## src/rtl/irq_pick.sv

```systemverilog
module irq_pick #(
  parameter int NUM_IRQ = 16
) (
  input  logic                           clk,
  input  logic                           rst,
  input  logic [NUM_IRQ-1:0]             irq_pend,
  input  logic [NUM_IRQ-1:0]             irq_en,
  input  logic [NUM_IRQ-1:0]             irq_dlg,
  input  logic [1:0]                     cur_priv,
  input  logic                           m_gie,
  input  logic                           s_gie,
  output logic                           take,
  output logic [$clog2(NUM_IRQ):0]       cause
);
  localparam int CAUSE_W = $clog2(NUM_IRQ) + 1;
  localparam logic [CAUSE_W-1:0] NO_IRQ = '1;

  logic at_m, at_s, m_open, s_open;
  logic [NUM_IRQ-1:0] cand, elig;
  logic [CAUSE_W-1:0] pick;

  assign at_m   = (cur_priv == 2'd3);
  assign at_s   = (cur_priv == 2'd1);
  assign m_open = !at_m || m_gie;
  assign s_open = !(at_m || at_s) || (at_s && s_gie);

  assign cand = irq_pend & irq_en;
  assign elig = (cand & ~irq_dlg & {NUM_IRQ{m_open}})
              | (cand &  irq_dlg & {NUM_IRQ{s_open}});

  always_comb begin
    pick = NO_IRQ;
    for (int i = NUM_IRQ - 1; i >= 0; i--)
      if (elig[i]) pick = CAUSE_W'(i);
  end

  always_ff @(posedge clk) begin
    if (rst) begin
      take  <= 1'b0;
      cause <= NO_IRQ;
    end else begin
      take  <= |elig;
      cause <= pick;
    end
  end

  a_r1_no_candidate: assert property (@(posedge clk) disable iff (rst)
    ((irq_pend & irq_en) == '0) |=> !take);

  a_r2_machine_locked: assert property (@(posedge clk) disable iff (rst)
    (cur_priv == 2'd3 && !m_gie) |=> !take);

  a_r3_machine_ignores_delegated: assert property (@(posedge clk) disable iff (rst)
    (cur_priv == 2'd3 && ((irq_pend & irq_en & ~irq_dlg) == '0)) |=> !take);

  a_r6_flag_cause_agree: assert property (@(posedge clk) disable iff (rst)
    take |-> (cause != NO_IRQ));

  a_r6_none_code: assert property (@(posedge clk) disable iff (rst)
    !take |-> (cause == NO_IRQ));

  a_r8_reset_clears: assert property (@(posedge clk)
    rst |=> (!take && cause == NO_IRQ));
endmodule

```

## config.mk

```make
export PLATFORM = sky130hd
export DESIGN_NAME = irq_pick
export DESIGN_NICKNAME = d
export VERILOG_FILES = /design/src/rtl/irq_pick.sv
export SDC_FILE = /design/constraint.sdc
export NUM_CORES = 1
export LEC_CHECK = 0
export ABC_AREA = 0
export BUFFER_PORTS_ARGS = -buffer_cell sky130_fd_sc_hd__clkbuf_2
export CAP_MARGIN = 5
export CORE_MARGIN = 2
export CORE_UTILIZATION = 40
export DETAILED_ROUTE_END_ITERATION = 10
export PLACE_DENSITY = 0.83
export RECOVER_POWER = 100
export SETUP_SLACK_MARGIN = 0.5
export SYNTH_ARGS = -nofsm -noshare
export SYNTH_HDL_FRONTEND = slang
export SYNTH_SLANG_ARGS = --single-unit
```

## constraint.sdc

```tcl
create_clock -name clk -period 1.9 [get_ports clk]
set_clock_uncertainty 0.15 [all_clocks]
set_input_delay 0.38 -clock clk [delete_from_list [all_inputs] [get_ports clk]]
set_output_delay 0.38 -clock clk [all_outputs]
set_load 0.005 [all_outputs]
```

==> flow_summary_export.csv, run 1 <==
group,metric,value,unit
status,status,"finished clean",
logic_synthesis,synth_area_per_cell,6.960,um2
finish,fin_cells,214,
worst_setup_path,path_class,"in2reg",
worst_setup_path,cp_data_required_time,1.89,ns
timing,slew_violations,0,
logic_synthesis,seq_area_frac_synth,14.50,%
placement,dp_cells,207,
routing,ant_nets,0,
finish,final_core_util,70.34,%
pwr,seqPwrFrac,24.8,%
timing,tightest_slew,0.3025,ns
min_path,worstHoldStart,"rst",
cts,root_buffer,"clkbuf_4",
pwr,power_switching,0.2043,mW
timing,timing.final.crit_share,87.08,%
timing,finalSetupViolCount,0,
cts,clock-sinks,6,
worst_setup_path,cp-start-kind,"input pin",
logic_synthesis,synth_cells,119,
floorplanning,rows,16,
worst_setup_path,crit_arrival,1.65,ns
cts,cts_tree,"built",
routing,finalWirelength,2851,um
cts,numCtsBuffers,3,
cts,htreeDepth,1,
min_path,hp-class,"in2reg",
timing,rsz0062_at_grt,"true",
pwr,clockPowerShare,20.9,%
pwr,p_comb_share,54.3,%
finish,n_antenna_cell,0,
finish,num-nets-final,243,
placement,io_buffers,59,
routing,num_vias,1230,
placement,place_hpwl,2317,um
cts,path_clk_slew,0.04,ns
finish,nFillCells,174,
floorplanning,die_w,49.51,um
grt,grt_usage,22.23,%
timing,whs,0.2289,ns
cts,ctsLongestPathBuffers,2,
routing,wire_per_inst,13.32,um
floorplanning,die_area,0.002451,mm2
logic_synthesis,synth_cell_type_count,42,
min_path,whs_endpoint,"take",
worst_setup_path,end_kind,"flop",
pwr,powerDensity,418.0,mW/mm2
floorplanning,core_area,0.001962,mm2
pwr,power,0.5769,mW
pwr,cellLeakagePower,0.6668,nW
finish,area_growth_syn_to_layout,66.62,%
timing,hold_violations,0,
worst_setup_path,crit_fanout,5,
grt,grt_pass1_wl,4505,um
grt,grt-ovfl-total,0,
logic_synthesis,yosys_warnings,0,
routing,vias_per_cell,5.748,
timing,fmax,0.6044,GHz
pwr,netSwitchingFraction,35.42,%
floorplanning,die_h,49.51,um
grt,grt_pass1_vias,1195,
grt,antenna_found_initial,0,
timing,min_period,1.655,ns
pwr,p_int,0.3726,mW
placement,gp_congestion,0.8352,
job,cap_viol_max_count,0,
min_path,holdPathStages,2,
timing,maxSlewHeadroom,79.83,%
grt,grt_max_degree,12,
logic_synthesis,synthesis.nets,173,
finish,drive_above_1_share,50.27,%
floorplanning,io_pins,60,
floorplanning,initial_utilization,42.22,%
logic_synthesis,yosys_register_bits,6,
timing,setup_tns,0,ns
routing,drtPass1Iterations,4,
pwr,vdd_drop_max,262.5,uV
routing,first_iter_violations,42,
logic_synthesis,syn-cell-area,828.3,um2
worst_setup_path,crit_start,"cur_priv[1]",
routing,drcViolationCount,0,
worst max path at each step:
stage,endpoint,slack (ns),cells after the start
after floorplan,cause[0],0.25,6
after global placement,take,0.06,6
after detailed placement,cause[0],0.02,7
after CTS,cause[0],0.28,7
after global routing,cause[0],0.15,7
final,cause[0],0.25,7
per-stage QoR:
stage / area (um2) / setup slack (ns)
finish: 1380 / 0.2454
global route: 1380 / 0.1455
CTS: 1284 / 0.2832
detailed placement: 1232 / 0.01594
global placement: 1232 / 0.06477
floorplan: 903.4 / 0.2473
power by group through the flow:
stage | registers (mW) | logic, mW | clock network, mW
floorplan | 0.147 | 0.157 | 0
global placement | 0.146 | 0.265 | 0
detailed placement | 0.146 | 0.273 | 0
CTS | 0.144 | 0.283 | 0.121
global route | 0.144 | 0.343 | 0.126
finish | 0.143 | 0.313 | 0.121
Yosys cell counts:
cell type	instances	share of area (%)
buf_4	1	0.91
dfxtp_1	6	15
a22oi_1	5	4.5
and2_2	2	1.8
o21ai_0	6	3.6
nand2b_1	2	1.5
nor2_1	7	3.2
a311oi_1	1	1.1
a211oi_1	3	2.7
and2_1	1	0.76
o22ai_1	8	6.0
nand3_1	11	6.6
o21bai_1	1	0.91
a211oi_4	1	2.4
o31ai_1	1	0.91
o22a_1	1	1.1
and4bb_2	1	1.5
a21o_1	2	1.8
nand3b_2	1	1.4
a222oi_1	1	1.2
nand3b_1	2	1.8
a2bb2o_4	1	2.4
a2111oi_0	1	1.1
nor3_1	1	0.60
and3b_1	1	1.1
buf_2	2	1.2
nand2_1	22	10
a21oi_1	5	3.0
a221oi_1	1	1.1
a31o_2	2	2.1
a31oi_1	4	3.0
o21ai_1	1	0.60
a22o_1	3	3.2
or3_1	2	1.5
nor2b_1	1	0.76
o211ai_1	1	0.91
o21a_1	1	0.91
nand2b_4	1	1.7
buf_6	1	1.4
o221ai_1	1	1.1
or2_2	1	0.76
and3_1	2	1.5
final cells by class:
type	instances	area [um2]	share of cell area [%]
timing repair buffer	68	392.9	28.47
tap	27	33.78	2.448
sequential	6	120.1	8.704
multi-input combinational	110	810.8	58.75
clock buffer	3	22.52	1.632
flip-flops by register name (all words and copies together) (netlist names):
signal  flops
take        1
cause       5
metal layers:
layer	up-vias	GRT usage, %	share of wire [%]	routed length, um
met1	569	25.46	39	1107
met2	42	43.02	55	1579
li1	617	-	-	-
met4	0	7.870	0.91	26
met3	2	1.212	4.8	137
met5	-	0	0	0
kinds of logic after synthesis:
logic type | after synthesis | synth area share [%]
compound gates | 51 | 45.62
buf+inv | 4 | 3.475
flops | 6 | 14.50
simple gates | 58 | 36.40
critical path: stages:
cell      delay, ns
buf_6          0.10
nand2b_4       0.16
a211oi_4       0.25
o211ai_1       0.13
a222oi_1       0.31
o21ai_0        0.14
a21o_1         0.17
layout by cell type, fill, tap and decap left out, types with 4 or more instances in the layout:
cell type / count
dfxtp_1: 6
o22ai_1: 6
nor2_1: 7
buf_4: 7
clkbuf_2: 53
a22oi_1: 4
o21ai_0: 5
nand3_1: 10
nand2_1: 21
timing repair:
item,CTS,global route
gates resized for setup,4,20
hold buffers,0,0
setup buffers,1,2
pin swaps,0,3
gates cloned,0,1
setup endpoints to repair,6,6
(Power assumes the default switching activity.)
==> run 2, diff against run 1 <==
- BUFFER_PORTS_ARGS: -buffer_cell sky130_fd_sc_hd__clkbuf_2 -> -buffer_cell sky130_fd_sc_hd__buf_2
==> flow_summary_export.csv, run 2 (same netlist as run 1, synthesis figures left out) <==
group,metric,value,unit
grt,grt_usage,23.81,%
worst_setup_path,cp_data_required_time,1.89,ns
timing,hold_violations,0,
finish,largest_register_ffs,5,
finish,area_growth_syn_to_layout,70.54,%
placement,io_buffers,59,
finish,drive_above_1_share,49.74,%
worst_setup_path,crit_arrival,1.70,ns
pwr,powerDensity,416.8,mW/mm2
pwr,netSwitchingFraction,34.67,%
finish,design_area,0.001413,mm2
timing,slew_violations,0,
worst_setup_path,end_kind,"flop",
floorplanning,core_area,0.001962,mm2
routing,finalWirelength,2993,um
finish,final_core_util,72.00,%
grt,grt_pass1_wl,4664,um
finish,mostFrequentLayoutCells,"buf_2 (52), nand2_1 (21), buf_4 (16), nand3_1 (11), nor2_1 (7)",
cts,cts_hold_buf,0,
finish,n_antenna_cell,0,
timing,maxSlewHeadroom,72.19,%
finish,top_regs,"cause (5), take (1)",
timing,finalSetupViolCount,0,
timing,min_period,1.707,ns
floorplanning,io_pins,60,
finish,num-nets-final,251,
worst_setup_path,crit_fanout,5,
placement,gp_congestion,0.8069,
floorplanning,die_area,0.002451,mm2
min_path,holdPathStages,2,
routing,ant_nets,0,
routing,wire_per_inst,13.48,um
timing,fmax,0.5857,GHz
pwr,clockPowerShare,20.2,%
timing,tightest_slew,0.4143,ns
cts,cts_tree,"built",
worst_setup_path,path_class,"in2reg",
routing,num_vias,1280,
finish,layout_commonest_cell,"buf_2",
cts,numCtsBuffers,3,
placement,preCtsSetupSlack,0.004665,ns
finish,top_register,"cause",
job,cap_viol_max_count,0,
min_path,hp-class,"in2reg",
routing,drcViolationCount,0,
cts,clock-sinks,6,
grt,grt_max_degree,11,
min_path,worstHoldStart,"rst",
floorplanning,initial_utilization,42.22,%
timing,rsz0062_at_grt,"true",
pwr,power_switching,0.2041,mW
timing,fin_ws,0.1927,ns
pwr,power,0.5888,mW
routing,vias_per_cell,5.766,
worst_setup_path,cp-start-kind,"input pin",
pwr,vdd_drop_max,251.5,uV
cts,root_buffer,"clkbuf_4",
timing,timing.final.crit_share,89.86,%
placement,place_hpwl,2258,um
pwr,seqPwrFrac,24.4,%
grt,antenna_found_initial,0,
routing,drtPass1Iterations,6,
pwr,p_int,0.3847,mW
pwr,p_comb_share,55.5,%
floorplanning,rows,16,
routing,first_iter_violations,42,
floorplanning,die_h,49.51,um
pwr,cellLeakagePower,0.6834,nW
cts,path_clk_slew,0.05,ns
floorplanning,die_w,49.51,um
timing,setup_tns,0,ns
grt,grt_pass1_vias,1225,
status,status,"finished clean",
min_path,whs_endpoint,"take",
cts,ctsLongestPathBuffers,2,
grt,grt-ovfl-total,0,
placement,place_area,0.001225,mm2
cts,htreeDepth,1,
-- run 2: cell types whose count changed in the layout (fill, tap and decap cells not counted), sizes merged --
| cell | before | now |
|---|---|---|
| nand3b | 4 | 3 |
| buf | 12 | 73 |
| clkbuf | 59 | 7 |
-- run 2: through the flow --
step,std cells,hold WS [ns]
floorplan,119,0.2994
global placement,206,0.4654
detailed placement,206,0.4786
CTS,215,0.2259
global route,222,0.2421
finish,222,0.2262
-- run 2: repair_timing --
item                       in CTS  in global routing
setup endpoints to repair       6                  6
setup buffers                   6                  7
resized for setup              10                  7
hold endpoints to repair        0                  0
pin swaps                       0                  1
-- run 2: critical path: stages --
cell and delay (ns):
buf_8 0.10, nand2b_4 0.16, a211oi_1 0.35, o211ai_1 0.14, a222oi_1 0.29, o21ai_1 0.11
a21o_1 0.16
-- run 2: worst max-delay path by stage --
stage	startpoint	to	slack, ns
6_report	cur_priv[1]	cause[0]	0.19
3_3_place_gp	cur_priv[0]	cause[0]	0.06
2_1_floorplan	m_gie	cause[0]	0.25
5_1_grt	cur_priv[1]	cause[0]	0.13
3_5_place_dp	cur_priv[0]	cause[0]	0.005
4_1_cts	cur_priv[0]	cause[0]	0.26
-- run 2: cell type report --
type / count / area, um2
repair buffers: 77 / 464.2
multi-input cells: 109 / 772.0
clock buffers: 3 / 22.52
well taps: 27 / 33.78
flip-flops and latches: 6 / 120.1
fillers: 167 / 549.3
-- run 2: per-layer routing --
| layer | up-vias | GRT usage, % | routed length [um] |
|---|---|---|---|
| met3 | 6 | 3.030 | 200 |
| met4 | 0 | 8.333 | 35 |
| met1 | 590 | 24.30 | 1044 |
| li1 | 629 | - | - |
| met5 | - | 0 | 0 |
| met2 | 55 | 48.42 | 1712 |
-- run 2: power groups by stage --
stage / clock, mW / sequential (mW) / combinational (mW)
after global placement: 0 / 0.145 / 0.263
after global routing: 0.125 / 0.145 / 0.357
after CTS: 0.117 / 0.144 / 0.305
after detailed placement: 0 / 0.146 / 0.271
final: 0.119 / 0.144 / 0.327
after floorplan: 0 / 0.147 / 0.157
